[src/rtl/sao_pkg.sv]
package sao_pkg;

  localparam int SAMPLE_W = 24;
  localparam int SLOTS    = 32;
  localparam int STAT_W   = 3;

  typedef enum logic [1:0] {
    RES_16  = 2'd0,
    RES_20  = 2'd1,
    RES_24  = 2'd2,
    RES_24X = 2'd3
  } res_e;

  typedef struct packed {
    logic [SAMPLE_W-1:0] smp;
    logic                v;
    logic                u;
    logic                c;
    logic                z;
  } chan_word_t;

  function automatic int res_len(input logic [1:0] code);
    case (res_e'(code))
      RES_16:  return 16;
      RES_20:  return 20;
      default: return SAMPLE_W;
    endcase
  endfunction

  // Value carried in slot `pos` of a channel phase.
  function automatic logic slot_bit(input logic [5:0] pos, input chan_word_t w,
                                    input logic [1:0] res, input logic rj,
                                    input logic dly, input logic direct);
    int n;
    int first;
    int k;
    if (direct) begin
      n     = SAMPLE_W + 4;
      first = int'(dly);
    end else begin
      n     = res_len(res);
      first = rj ? (SLOTS - n) : int'(dly);
    end
    k = int'(pos) - first;
    if (k < 0 || k >= n) return 1'b0;
    if (k < SAMPLE_W) return w.smp[SAMPLE_W-1-k];
    case (k - SAMPLE_W)
      0:       return w.v;
      1:       return w.u;
      2:       return w.c;
      default: return w.z;
    endcase
  endfunction

endpackage

[src/rtl/sao_clkgen.sv]
module sao_clkgen #(
  parameter int DIV_LOG2 = 2,
  parameter int SLOT_W   = 6
) (
  input  logic              clk,
  input  logic              rst_n,
  input  logic              en,
  output logic              sck_lvl,
  output logic              wck_lvl,
  output logic              adv,
  output logic [SLOT_W-1:0] slot_nxt
);

  logic [DIV_LOG2-1:0] div_q;
  logic [SLOT_W-1:0]   slot_q;

  assign adv      = en && (div_q == '1);
  assign slot_nxt = slot_q + 1'b1;
  assign sck_lvl  = div_q[DIV_LOG2-1];
  assign wck_lvl  = slot_q[SLOT_W-1];

  always_ff @(posedge clk) begin
    if (!rst_n || !en) begin
      div_q  <= '0;
      slot_q <= '1;
    end else begin
      div_q <= div_q + 1'b1;
      if (adv) slot_q <= slot_nxt;
    end
  end

endmodule

[src/rtl/sao_slave_sync.sv]
module sao_slave_sync #(
  parameter int SYNC  = 2,
  parameter int POS_W = 6
) (
  input  logic             clk,
  input  logic             rst_n,
  input  logic             en,
  input  logic             sck_pin,
  input  logic             wck_pin,
  input  logic             bpol,
  input  logic             wpol,
  output logic             adv,
  output logic             new_chan,
  output logic             chan,
  output logic [POS_W-1:0] pos_nxt
);

  logic [SYNC-1:0]  sck_sr;
  logic [SYNC-1:0]  wck_sr;
  logic             sck_prev;
  logic             last_ph;
  logic [POS_W-1:0] pos_q;

  assign chan     = wck_sr[SYNC-1];
  assign adv      = en && sck_prev && !sck_sr[SYNC-1];
  assign new_chan = (chan != last_ph);
  assign pos_nxt  = new_chan ? '0 : ((pos_q == '1) ? pos_q : pos_q + 1'b1);

  genvar g;
  generate
    for (g = 0; g < SYNC; g++) begin : g_sync
      always_ff @(posedge clk) begin
        if (!rst_n) begin
          sck_sr[g] <= 1'b0;
          wck_sr[g] <= 1'b0;
        end else if (g == 0) begin
          sck_sr[g] <= sck_pin ^ bpol;
          wck_sr[g] <= wck_pin ^ wpol;
        end else begin
          sck_sr[g] <= sck_sr[(g == 0) ? 0 : g-1];
          wck_sr[g] <= wck_sr[(g == 0) ? 0 : g-1];
        end
      end
    end
  endgenerate

  always_ff @(posedge clk) begin
    if (!rst_n) begin
      sck_prev <= 1'b0;
      last_ph  <= 1'b1;
      pos_q    <= '1;
    end else begin
      sck_prev <= sck_sr[SYNC-1];
      if (adv) begin
        last_ph <= chan;
        pos_q   <= pos_nxt;
      end
    end
  end

endmodule

[src/rtl/sao_serializer.sv]
module sao_serializer
  import sao_pkg::*;
(
  input  logic                clk,
  input  logic                rst_n,
  input  logic                adv,
  input  logic                new_chan,
  input  logic                chan,
  input  logic [5:0]          pos,
  input  logic [1:0]          res,
  input  logic                rj,
  input  logic                dly,
  input  logic                direct,
  input  logic                mute,
  input  logic [SAMPLE_W-1:0] smp_l,
  input  logic [SAMPLE_W-1:0] smp_r,
  input  logic [STAT_W-1:0]   stat_l,
  input  logic [STAT_W-1:0]   stat_r,
  input  logic                blk,
  output logic                sdata
);

  chan_word_t held_q;
  chan_word_t incoming;
  chan_word_t src;

  assign incoming = chan ? {smp_r, stat_r, blk} : {smp_l, stat_l, blk};
  assign src      = new_chan ? incoming : held_q;

  always_ff @(posedge clk) begin
    if (!rst_n) begin
      held_q <= '0;
      sdata  <= 1'b0;
    end else if (adv) begin
      if (new_chan) held_q <= incoming;
      sdata <= mute ? 1'b0 : slot_bit(pos, src, res, rj, dly, direct);
    end
  end

endmodule

[src/rtl/sao_tx.sv]
module sao_tx
  import sao_pkg::*;
#(
  parameter int DIV_LOG2    = 2,
  parameter int SYNC_STAGES = 2
) (
  input  logic                clk,
  input  logic                rst_n,
  input  logic                cfg_master,
  input  logic [1:0]          cfg_res,
  input  logic                cfg_rjust,
  input  logic                cfg_dly,
  input  logic                cfg_bpol,
  input  logic                cfg_wpol,
  input  logic                cfg_mute,
  input  logic                cfg_direct,
  input  logic [SAMPLE_W-1:0] smp_left,
  input  logic [SAMPLE_W-1:0] smp_right,
  input  logic [STAT_W-1:0]   stat_left,
  input  logic [STAT_W-1:0]   stat_right,
  input  logic                blk_start,
  input  logic                sck_in,
  input  logic                wck_in,
  output logic                sck_out,
  output logic                wck_out,
  output logic                sdata
);

  localparam int SLOT_W = $clog2(SLOTS) + 1;

  logic              m_sck, m_wck, m_adv;
  logic [SLOT_W-1:0] m_slot;
  logic              s_adv, s_new, s_chan;
  logic [5:0]        s_pos;

  // Named events shared with the checker
  logic       bit_adv;
  logic       chan_new;
  logic       chan_sel;
  logic [5:0] slot_pos;
  logic       rj_eff;

  sao_clkgen #(.DIV_LOG2(DIV_LOG2), .SLOT_W(SLOT_W)) u_clkgen (
    .clk(clk), .rst_n(rst_n), .en(cfg_master),
    .sck_lvl(m_sck), .wck_lvl(m_wck), .adv(m_adv), .slot_nxt(m_slot)
  );

  sao_slave_sync #(.SYNC(SYNC_STAGES), .POS_W(6)) u_sync (
    .clk(clk), .rst_n(rst_n), .en(!cfg_master),
    .sck_pin(sck_in), .wck_pin(wck_in), .bpol(cfg_bpol), .wpol(cfg_wpol),
    .adv(s_adv), .new_chan(s_new), .chan(s_chan), .pos_nxt(s_pos)
  );

  always_comb begin
    if (cfg_master) begin
      bit_adv  = m_adv;
      chan_new = (m_slot[SLOT_W-2:0] == '0);
      chan_sel = m_slot[SLOT_W-1];
      slot_pos = 6'(m_slot[SLOT_W-2:0]);
    end else begin
      bit_adv  = s_adv;
      chan_new = s_new;
      chan_sel = s_chan;
      slot_pos = s_pos;
    end
  end

  // Right alignment needs a known phase length, so only master honours it
  assign rj_eff = cfg_rjust & cfg_master;

  sao_serializer u_ser (
    .clk(clk), .rst_n(rst_n), .adv(bit_adv), .new_chan(chan_new),
    .chan(chan_sel), .pos(slot_pos), .res(cfg_res), .rj(rj_eff),
    .dly(cfg_dly), .direct(cfg_direct), .mute(cfg_mute),
    .smp_l(smp_left), .smp_r(smp_right), .stat_l(stat_left),
    .stat_r(stat_right), .blk(blk_start), .sdata(sdata)
  );

  assign sck_out = cfg_master ? (m_sck ^ cfg_bpol) : 1'b0;
  assign wck_out = cfg_master ? (m_wck ^ cfg_wpol) : 1'b0;

endmodule

[config.mk]
export PLATFORM = sky130hd
export DESIGN_NAME = sao_tx
export DESIGN_NICKNAME = d
export VERILOG_FILES = /design/src/rtl/sao_pkg.sv /design/src/rtl/sao_clkgen.sv /design/src/rtl/sao_slave_sync.sv /design/src/rtl/sao_serializer.sv /design/src/rtl/sao_tx.sv
export SDC_FILE = /design/constraint.sdc
export NUM_CORES = 1
export LEC_CHECK = 0
export BUFFER_PORTS_ARGS = -buffer_cell sky130_fd_sc_hd__buf_2
export CAP_MARGIN = 20
export CORE_MARGIN = 1
export CORE_UTILIZATION = 50
export CTS_BUF_LIST = sky130_fd_sc_hd__clkbuf_4 sky130_fd_sc_hd__clkbuf_8
export DETAILED_ROUTE_END_ITERATION = 12
export PLACE_DENSITY = 0.79
export SKIP_CTS_REPAIR_TIMING = 1
export SYNTH_ARGS = -nofsm -noshare
export SYNTH_HDL_FRONTEND = slang
export SYNTH_HIERARCHICAL = 1
export SYNTH_SLANG_ARGS = --single-unit
export TNS_END_PERCENT = 100
[constraint.sdc]
create_clock -name clk -period 10.29 [get_ports clk]
set_input_delay 2.5725 -clock clk [delete_from_list [all_inputs] [get_ports clk]]
set_output_delay 2.5725 -clock clk [all_outputs]
set_load 0.03 [all_outputs]
# Yosys cells after proc, flatten, opt, wreduce, memory -nomap -nowiden
# Cells that the tools add are included.
# Widths: inputs -> output; s select.
# totals
register_bits,49
in_bits,68
# classes
bitwise_logic,5
mux,37
reduce_logical,11
n_eq_ne,6
order_cmp,4
n_addsub,7
# op_table
cell,count
$mux 32,10
$mux 28,2
$eq 32x1->1 const B,1
$eq 32x2->1 const B,1
$ge 32x32->1,1
$logic_not 32->1,1
$lt 32x1->1 const B,1
$lt 32x6->1 const B,1
$lt 32x7->1 const B,1
$sub 32x6->32 const B,1
$sub 6x32->32 const A,1
$sub 7x32->32,1
$sub 7x32->32 const A,1
$mux 1,19
$mux 6,3
$add 6x1->6 const B,2
$pmux 4 s2,1
$eq 6x6->1 const B,1
$bmux 1 s5,1
$logic_not 5->1,1
$xor 1x1->1,4
$logic_and 1x1->1,3
$logic_not 1->1,3
$pmux 1 s3,1
7 further kinds,8

# Longest topological paths before layout
# Gate-level depths: netlist (run 1).
# logic_depth
word_depth,23
depth_mapped,18

# Modules after synthesis
# Netlist (run 1), hierarchy kept.
# modules_own_cells
mod,instances,seq_area_each_um2,area_each_um2,cells_each
sao_serializer,1,580.6,2277.2,286
sao_slave_sync,1,240.2,625.6,75
sao_clkgen,1,160.2,396.6,44
sao_tx,1,0.0,181.4,18

# Least setup slack after synthesis (run 1)
# No wires, ideal clock.
# synth_timing
path_kind,input-to-output
startpoint,in cfg_master
endpoint,out sck_out
setup_slack_ns,4.546
path_buffers,1
t_required_ns,7.717
arrival_time_ns,3.172
stages,3
cell_sequence,buf_6 > inv_4 > nor2_1
# synth_between
elab_chain_cells,1
# synth_lines
element,line,rtl
start: declaration,sao_tx.sv:9,"input logic cfg_master,"
$mux 1,sao_tx.sv:79,assign sck_out = cfg_master ? (m_sck ^ cfg_bpol) : 1'b0;
end: declaration,sao_tx.sv:24,"output logic sck_out,"
# Every way passes these cells.

# Worst setup path in the final report (run 1)
# Ends and elaborated chain as after synthesis.

==> metrics.md, run 1 <==
| Metric | Value |
|---|---|
| Status | completed |
| Layout net count | 550 |
| Die area | 7299 µm² |
| Die width | 85.44 µm |
| Cell taking the most area after synthesis | dfxtp_1 |
| Antenna cells | 0 |
| DRT Wirelength | a little under 8 mm |
| GPL Wtd Cong | roughly 0.85 |
| DR vias/cell | a little under 6 |
| Syn avg cell area | ~8.2 µm² |
| Clock group share of total power | around 25% |
| Synth top area share | 28.18% |
| Cell family with most CP delay | buffers and inverters |
| Worst-case clock buffer depth | 2 |
| Fmax | 0.1722 GHz |
| Layout cells sized above 1 | about a fifth |
| HP Class | reg2reg |
| TritonCTS clock tree | yes |
| Hold_sp | u_clkgen/div_q[0] |
| PD cells | 115.9 nW/µm² |
| Antenna violations before repair | 0 |
| Worst R2R Start | u_sync/pos_q[0] |
| Commonest cells after routing, fill and taps aside | buf_2, nor2_1, dfxtp_1 |
| Row Count | 30 |
| NetSw | 145.0 µW |
| Fin crit share | 56.45% |
| Maximum vdd drop | 0.00009707 V |
| Startpoint types | input port |
| Critical Path End Type | output port |
| # H-tree levels | 2 |
| Cts bufs inserted | 5 |
| First-iteration detailed-routing DRC count | 218 |
| Combinational group share of total power | a little under a third |
| Worst path arrival time | approximately 3.2 ns |
| Switching Share | 32.60% |
| Via count | 3241 |
| R2R setup slack | 6.62 ns |
| Mapped Area | 3481 µm² |
| R2R Path End | u_ser/sdata |
| CP cell instances | buf_2 -> inv_4 -> nor2_1 -> buf_2 |
| Worst-path clk slew | 0.09 ns |
| Worst Path Max Fanout | 14 |
| Port Buffers | 70 |
| Top cells by area, synth | dfxtp_1, mux2i_1, nor2_1 |
| Final setup viols | 0 |
| RSZ-0062 raised after global routing | false |
| Critical Path RT | around 7.7 ns |
| First drt pass iteration count | 5 |
| Vias in the first global route | 2897 |
| Max Clock Skew | 0.007243 ns |
| Sequential share of power | 44.0% |
| Internal power consumption | 299.7 µW |
| Setup tns final | 0 ns |
| Worst Hold Depth | 1 |
| Mapped Cells | 423 |
| Post-synthesis net count | 503 |
| CP max stage delay | roughly 0.3 ns |
| Area delta synth->final | 10.24% |
| Worst Hold Path EP | u_clkgen/div_q[0] |
| Clk_lat worst skew | 0.29 ns |
| Wire per inst | 14.11 µm |
| Sequential share of the synthesized area | 28.18% |
| Final Core Density | 56.80% |
| ANT nets after route | 0 |
| Clk root buf | clkbuf_8 |
| GRT Util Overall | 21.64% |
| Post-synth EDFFs | 0 |
| Synth Flop Type | dfxtp_1 |
| Max-Cap Viols | 0 |
| Post-synth ARST share | 0% |
| Setup CP Type | in2out |
| FF+latch count, synth | 49 |
| Crit path time final | 5.808 ns |
| R2R depth | 16 |
| Worst path slowest cell | buf_2 |
| Slew HR | between 20% and 30% |
| Most common cell after layout, fill and taps aside | buf_2 |
| Warnings from Yosys | 6 |
| Distinct cells, synth | 52 |
| Worst-Margin Slew | 1.103 ns |
| Io pins | 71 |
| Buf/Inv on CP | 3 |
| Tot Pwr | 444.6 µW |
| Die height | approximately 85 µm |
| Final global-route overflow total | 0 |
| Final hold violations | 0 |
| Initial Util | approximately half |
| Core area | 6756 µm² |
| First-pass GRT wire length | between 10 and 15 mm |
| Remaining DRCs | 0 |
| Max-slew violation total from the final report | 0 |
| Largest net degree at the start of global routing | 60 |
| P_leak | 0.001653 µW |
| Post-DP HPWL | about 5.6 mm |
| Critical Path Most Common Cell | buf_2 |
| Clock sinks | 49 |
layer usage:
metal | wire (µm) | up-vias | track usage, %
met3 | 388 | 8 | 2.724
met5 | 0 | - | 0
li1 | - | 1620 | -
met1 | 3606 | 1509 | 29.40
met2 | 3703 | 104 | 37.09
met4 | 75 | 0 | 3.939
metrics by stage:
step	hold slack [ns]	cells	cell area [µm²]	worst slack (ns)
2_1_floorplan	0.3959	423	3481	4.546
3_3_place_gp	0.4069	543	3751	4.498
3_5_place_dp	0.4114	543	3751	4.475
4_1_cts	0.4262	551	3837	4.471
5_1_grt	0.4333	551	3837	4.383
6_report	0.4225	551	3837	4.482
worst max-delay path by stage:
| stage | startpoint | to | slack [ns] | cells after the start |
|---|---|---|---|---|
| 3_3_place_gp | cfg_master | wck_out | 4.50 | 4 |
| 5_1_grt | cfg_master | sck_out | 4.38 | 4 |
| 6_report | cfg_master | sck_out | 4.48 | 4 |
| 3_5_place_dp | cfg_master | sck_out | 4.47 | 4 |
| 4_1_cts | cfg_master | sck_out | 4.47 | 4 |
| 2_1_floorplan | cfg_master | sck_out | 4.55 | 3 |
sequential cells by signal, indices dropped and copies added, names as in the netlist:
register	flops
u_sync/chan	1
u_clkgen/slot_q	6
u_clkgen/div_q	2
u_sync/sck_prev	1
u_ser/held_q	28
u_ser/sdata	1
u_sync/pos_q	6
u_sync/wck_sr	1
u_sync/last_ph	1
u_sync/sck_sr	2
worst register-to-register path: stages, from the launching register on:
cell and delay, ns:
dfxtp_1 0.40, ha_1 0.30, and3_1 0.29, a31oi_1 0.10, nor3_1 0.14, mux2_4 0.17
inv_1 0.04, ha_1 0.21, ha_1 0.23, nand2b_1 0.16, a21oi_1 0.33, xor2_1 0.24
ha_1 0.30, nor2_1 0.11, a41o_1 0.16, and4bb_1 0.22, a211oi_2 0.18
final cells by class:
class	count	area, µm²
Fill cell	625	2919
Multi-Input combinational cell	327	2253
Sequential cell	49	980.9
Timing Repair Buffer	70	350.3
Tap cell	80	100.1
Clock buffer	5	68.82
Inverter	17	66.31
Clock inverter	3	17.52
kinds of logic (layout without fill, tap and decap cells):
kind of cell    Yosys count  in the layout  synth area share (%)
simple gates            142            142                 19.09
fa+ha+maj                12             12                 4.313
flops                    49             49                 28.18
xor+xnor                 16             16                 4.457
mux                      54             54                 16.93
buf+inv                  47             95                 7.117
compound gates          103            103                 19.91
synthesized netlist by cell type, types with 3 or more instances:
cell,n
a211oi_1,24
a211oi_2,3
a21oi_1,34
a31o_2,3
and2_1,10
and3_1,6
buf_2,9
buf_4,7
clkbuf_1,9
dfxtp_1,49
ha_1,12
inv_1,15
mux2_4,7
mux2i_1,45
nand2_1,16
nand2b_1,4
nand3_1,14
nand4_1,4
nor2_1,68
nor2b_1,5
nor3_1,7
nor3b_1,3
o2111ai_1,5
o21ai_0,12
xnor2_1,7
xor2_1,7
power by group through the flow:
| stage | clock, µW | combinational [µW] | sequential, µW |
|---|---|---|---|
| 2_1_floorplan | 0 | 105 | 199 |
| 3_3_place_gp | 0 | 131 | 200 |
| 3_5_place_dp | 0 | 135 | 200 |
| 4_1_cts | 115 | 136 | 196 |
| 5_1_grt | 122 | 152 | 196 |
| 6_report | 112 | 137 | 196 |
No activity file was read; power rests on OpenSTA's default activity.
==> run 2: changes to the inputs <==
PLACE_DENSITY = 0.82   (was 0.79)
clock period = 5.1 ns   (was 10.29 ns; I/O delays follow)
==> run 2 against run 1 <==
Via count down 1.2%. Largest cell class unchanged. Sequential share of layout area down 0.32 points. Critical path depth up 11. Highest routed layer unchanged.
==> metrics.md, run 2 (synthesized netlist as in run 1, its figures left out) <==
| Metric | Value |
|---|---|
| Status | completed |
| Cts bufs inserted | 5 (unchanged) |
| Area delta synth->final | 11.65% |
| Wire per inst | 14.41 µm (+2.1%) |
| Worst-case clock buffer depth | 2 (unchanged) |
| Fin crit share | roughly four fifths |
| Sequential cell area | 980.9 µm² (unchanged) |
| Fmax | ~0.25 GHz |
| First drt pass iteration count | 5 (unchanged) |
| Maximum vdd drop | 0.0001510 V (+56%) |
| Die height | 85.44 µm (unchanged) |
| R2R depth | 16 (unchanged) |
| Antenna cells | 0 (unchanged) |
| HP Class | reg2reg |
| Multi-input gate area | 2253 µm² (unchanged) |
| Worst path slowest cell | ha_1 |
| GPL Wtd Cong | 0.8946 (+4.8%) |
| # H-tree levels | 2 (unchanged) |
| Max Clock Skew | 0.008973 ns (+0.001730 ns) |
| PD cells | 249.2 nW/µm² (+120%) |
| Clock sinks | 49 (unchanged) |
| Largest register FFs | 28 (unchanged) |
| Critical Path Most Common Cell | ha_1 |
| Combinational group share of total power | 28.4% (-2.4 points) |
| Layout net count | 552 (+0.36%) |
| Vias in the first global route | 3046 (+5.1%) |
| Final global-route overflow total | 0 (unchanged) |
| Sequential share of power | 40.8% (-3.2 points) |
| Top reg by flops | u_ser/held_q |
| Row Count | 30 (unchanged) |
| Post-DP HPWL | 5.758 mm (+2.5%) |
| # placed instances | 545 (+0.37%) |
| Layout Cells excl Fill | 553 (+0.36%) |
| First-pass GRT wire length | 13.38 mm (+2.6%) |
| Critical Path RT | 5.33 ns (-2.39 ns) |
| R2R Path End | u_ser/sdata |
| CP Capture Point | u_ser/sdata |
| Top flop regs | u_ser/held_q: 28 flops, u_clkgen/slot_q: 6 flops, u_sync/pos_q: 6 flops |
| Port Buffers | 70 (unchanged) |
| GRT Util Overall | 22.39% (+0.75 points) |
| Core area | 6756 µm² (unchanged) |
| Die area | 7299 µm² (unchanged) |
| Commonest cells after routing, fill and taps aside | buf_2, nor2_1, dfxtp_1 |
| Setup CP Type | in2reg |
| Worst path arrival time | 4.31 ns (+1.07 ns) |
| Crit path time final | 4.076 ns |
| Final setup viols | 0 (unchanged) |
| Remaining DRCs | 0 (unchanged) |
| Clk root buf | clkbuf_8 |
| Most common cell after layout, fill and taps aside | buf_2 |
| Setup tns final | 0 ns (unchanged) |
| NetSw | 292.8 µW (+100%) |
| Worst-Margin Slew | 0.9351 ns (-0.1677 ns) |
| P_leak | 0.001681 µW (+1.7%) |
| DR vias/cell | 5.790 (-1.6%) |
| RSZ-0062 raised after global routing | false |
| DRT Wirelength | 7.966 mm (+2.5%) |
| Max-Cap Viols | 0 (unchanged) |
| Worst R2R Start | u_sync/pos_q[0] |
| Slew HR | 37.59% (+11 points) |
| Worst-path clk slew | 0.09 ns (about the same) |
| Clock group share of total power | 30.8% (+5.6 points) |
| Antenna violations before repair | 0 (unchanged) |
| R2R setup slack | 1.45 ns (-5.17 ns) |
| Switching Share | 30.23% (-2.4 points) |
| Worst Path Max Fanout | 14 (unchanged) |
| Crit. Startpoint | cfg_master |
| CP max stage delay | 0.36 ns (+0.06 ns) |
| Cell area after layout | 3886 µm² (+1.3%) |
| First-iteration detailed-routing DRC count | 212 (-2.8%) |
| Startpoint types | input port |
| Largest net degree at the start of global routing | 42 (-30%) |
| TritonCTS clock tree | yes |
| Critical Path End Type | flip-flop |
| CP cell instances | buf_2 -> and2_1 -> nor2b_1 -> o21ai_0 -> ha_1 -> a21o_1 -> a31o_2 -> a21oi_1 -> ha_1 -> inv_1 -> o32a_1 -> nor2_1 -> a211oi_1 -> and4bb_1 -> a211oi_2 |
| Via count | 3202 (-1.2%) |
| Layout fillers | 613 (-1.9%) |
| Internal power consumption | 675.7 µW (+130%) |
| Max-slew violation total from the final report | 0 (unchanged) |
| Initial Util | 51.52% (unchanged) |
| ANT nets after route | 0 (unchanged) |
| Post-placement cell area | 3766 µm² (+0.40%) |
| Die width | 85.44 µm (unchanged) |
| Final hold violations | 0 (unchanged) |
| Layout cells sized above 1 | 21.35% (+0.33 points) |
| Final Core Density | 57.52% (+0.72 points) |
| Clk_lat worst skew | 0.31 ns (+0.02 ns) |
| Io pins | 71 (unchanged) |
-- run 2: cell types whose count changed in the layout (fill, tap and decap cells not counted) --
cell	before	now
buf_4	0	2
clkinv_2	2	0
bufinv_16	0	1
clkbuf_4	0	1
clkbuf_8	5	6
clkinvlp_4	1	0
-- run 2: worst min-delay path by stage --
stage                           start                end  slack (ns)  cells past startpoint
floorplan           u_clkgen/div_q[0]  u_clkgen/div_q[0]        0.40                      1
global placement    u_clkgen/div_q[0]  u_clkgen/div_q[0]        0.41                      1
detailed placement  u_clkgen/div_q[0]  u_clkgen/div_q[0]        0.42                      1
CTS                 u_clkgen/div_q[0]  u_clkgen/div_q[0]        0.43                      1
global route        u_clkgen/div_q[0]  u_clkgen/div_q[0]        0.45                      1
finish              u_clkgen/div_q[0]  u_clkgen/div_q[0]        0.44                      1
-- run 2: per-layer routing --
layer,part of all wire [%],GRT usage [%],vias to the layer above
li1,-,-,1622
met1,46,27.89,1466
met2,48,39.13,99
met3,4.0,3.794,15
met4,1.5,7.424,0
met5,0,0,-
-- run 2: layout make-up --
| cell class | count | share of cell area (%) |
|---|---|---|
| inverter | 17 | 1.706 |
| clock inverter | 1 | 0.7727 |
| timing repair buffer | 72 | 9.401 |
| tap | 80 | 2.576 |
| clock buffer | 7 | 2.318 |
| multi-input combinational | 327 | 57.98 |
| sequential | 49 | 25.24 |
-- run 2: power groups by stage --
stage | Clock (µW) | Combinational (µW) | Sequential [µW]
after global placement | 0 | 269 | 403
final | 299 | 275 | 395
after detailed placement | 0 | 272 | 404
after floorplan | 0 | 212 | 402
after CTS | 305 | 275 | 395
after global routing | 319 | 308 | 396
-- run 2: critical path: cells and delay by family --
kind                       cells  cell delay (ns)
buffers and inverters          2             0.37
adders and majority gates      2             0.63
and+or+nand+nor                4             0.73
AOI/OAI and AO/OA              7             1.29
-- run 2: stage by stage --
stage          total power, µW  hold WS [ns]  worst slack, ns
5_1_grt                   1023        0.4500           0.8362
6_report                 968.6        0.4355            1.024
2_1_floorplan            613.8        0.3959            1.219
4_1_cts                  974.7        0.4303            1.076
3_5_place_dp             675.9        0.4150           0.7761
3_3_place_gp             671.8        0.4072           0.8893
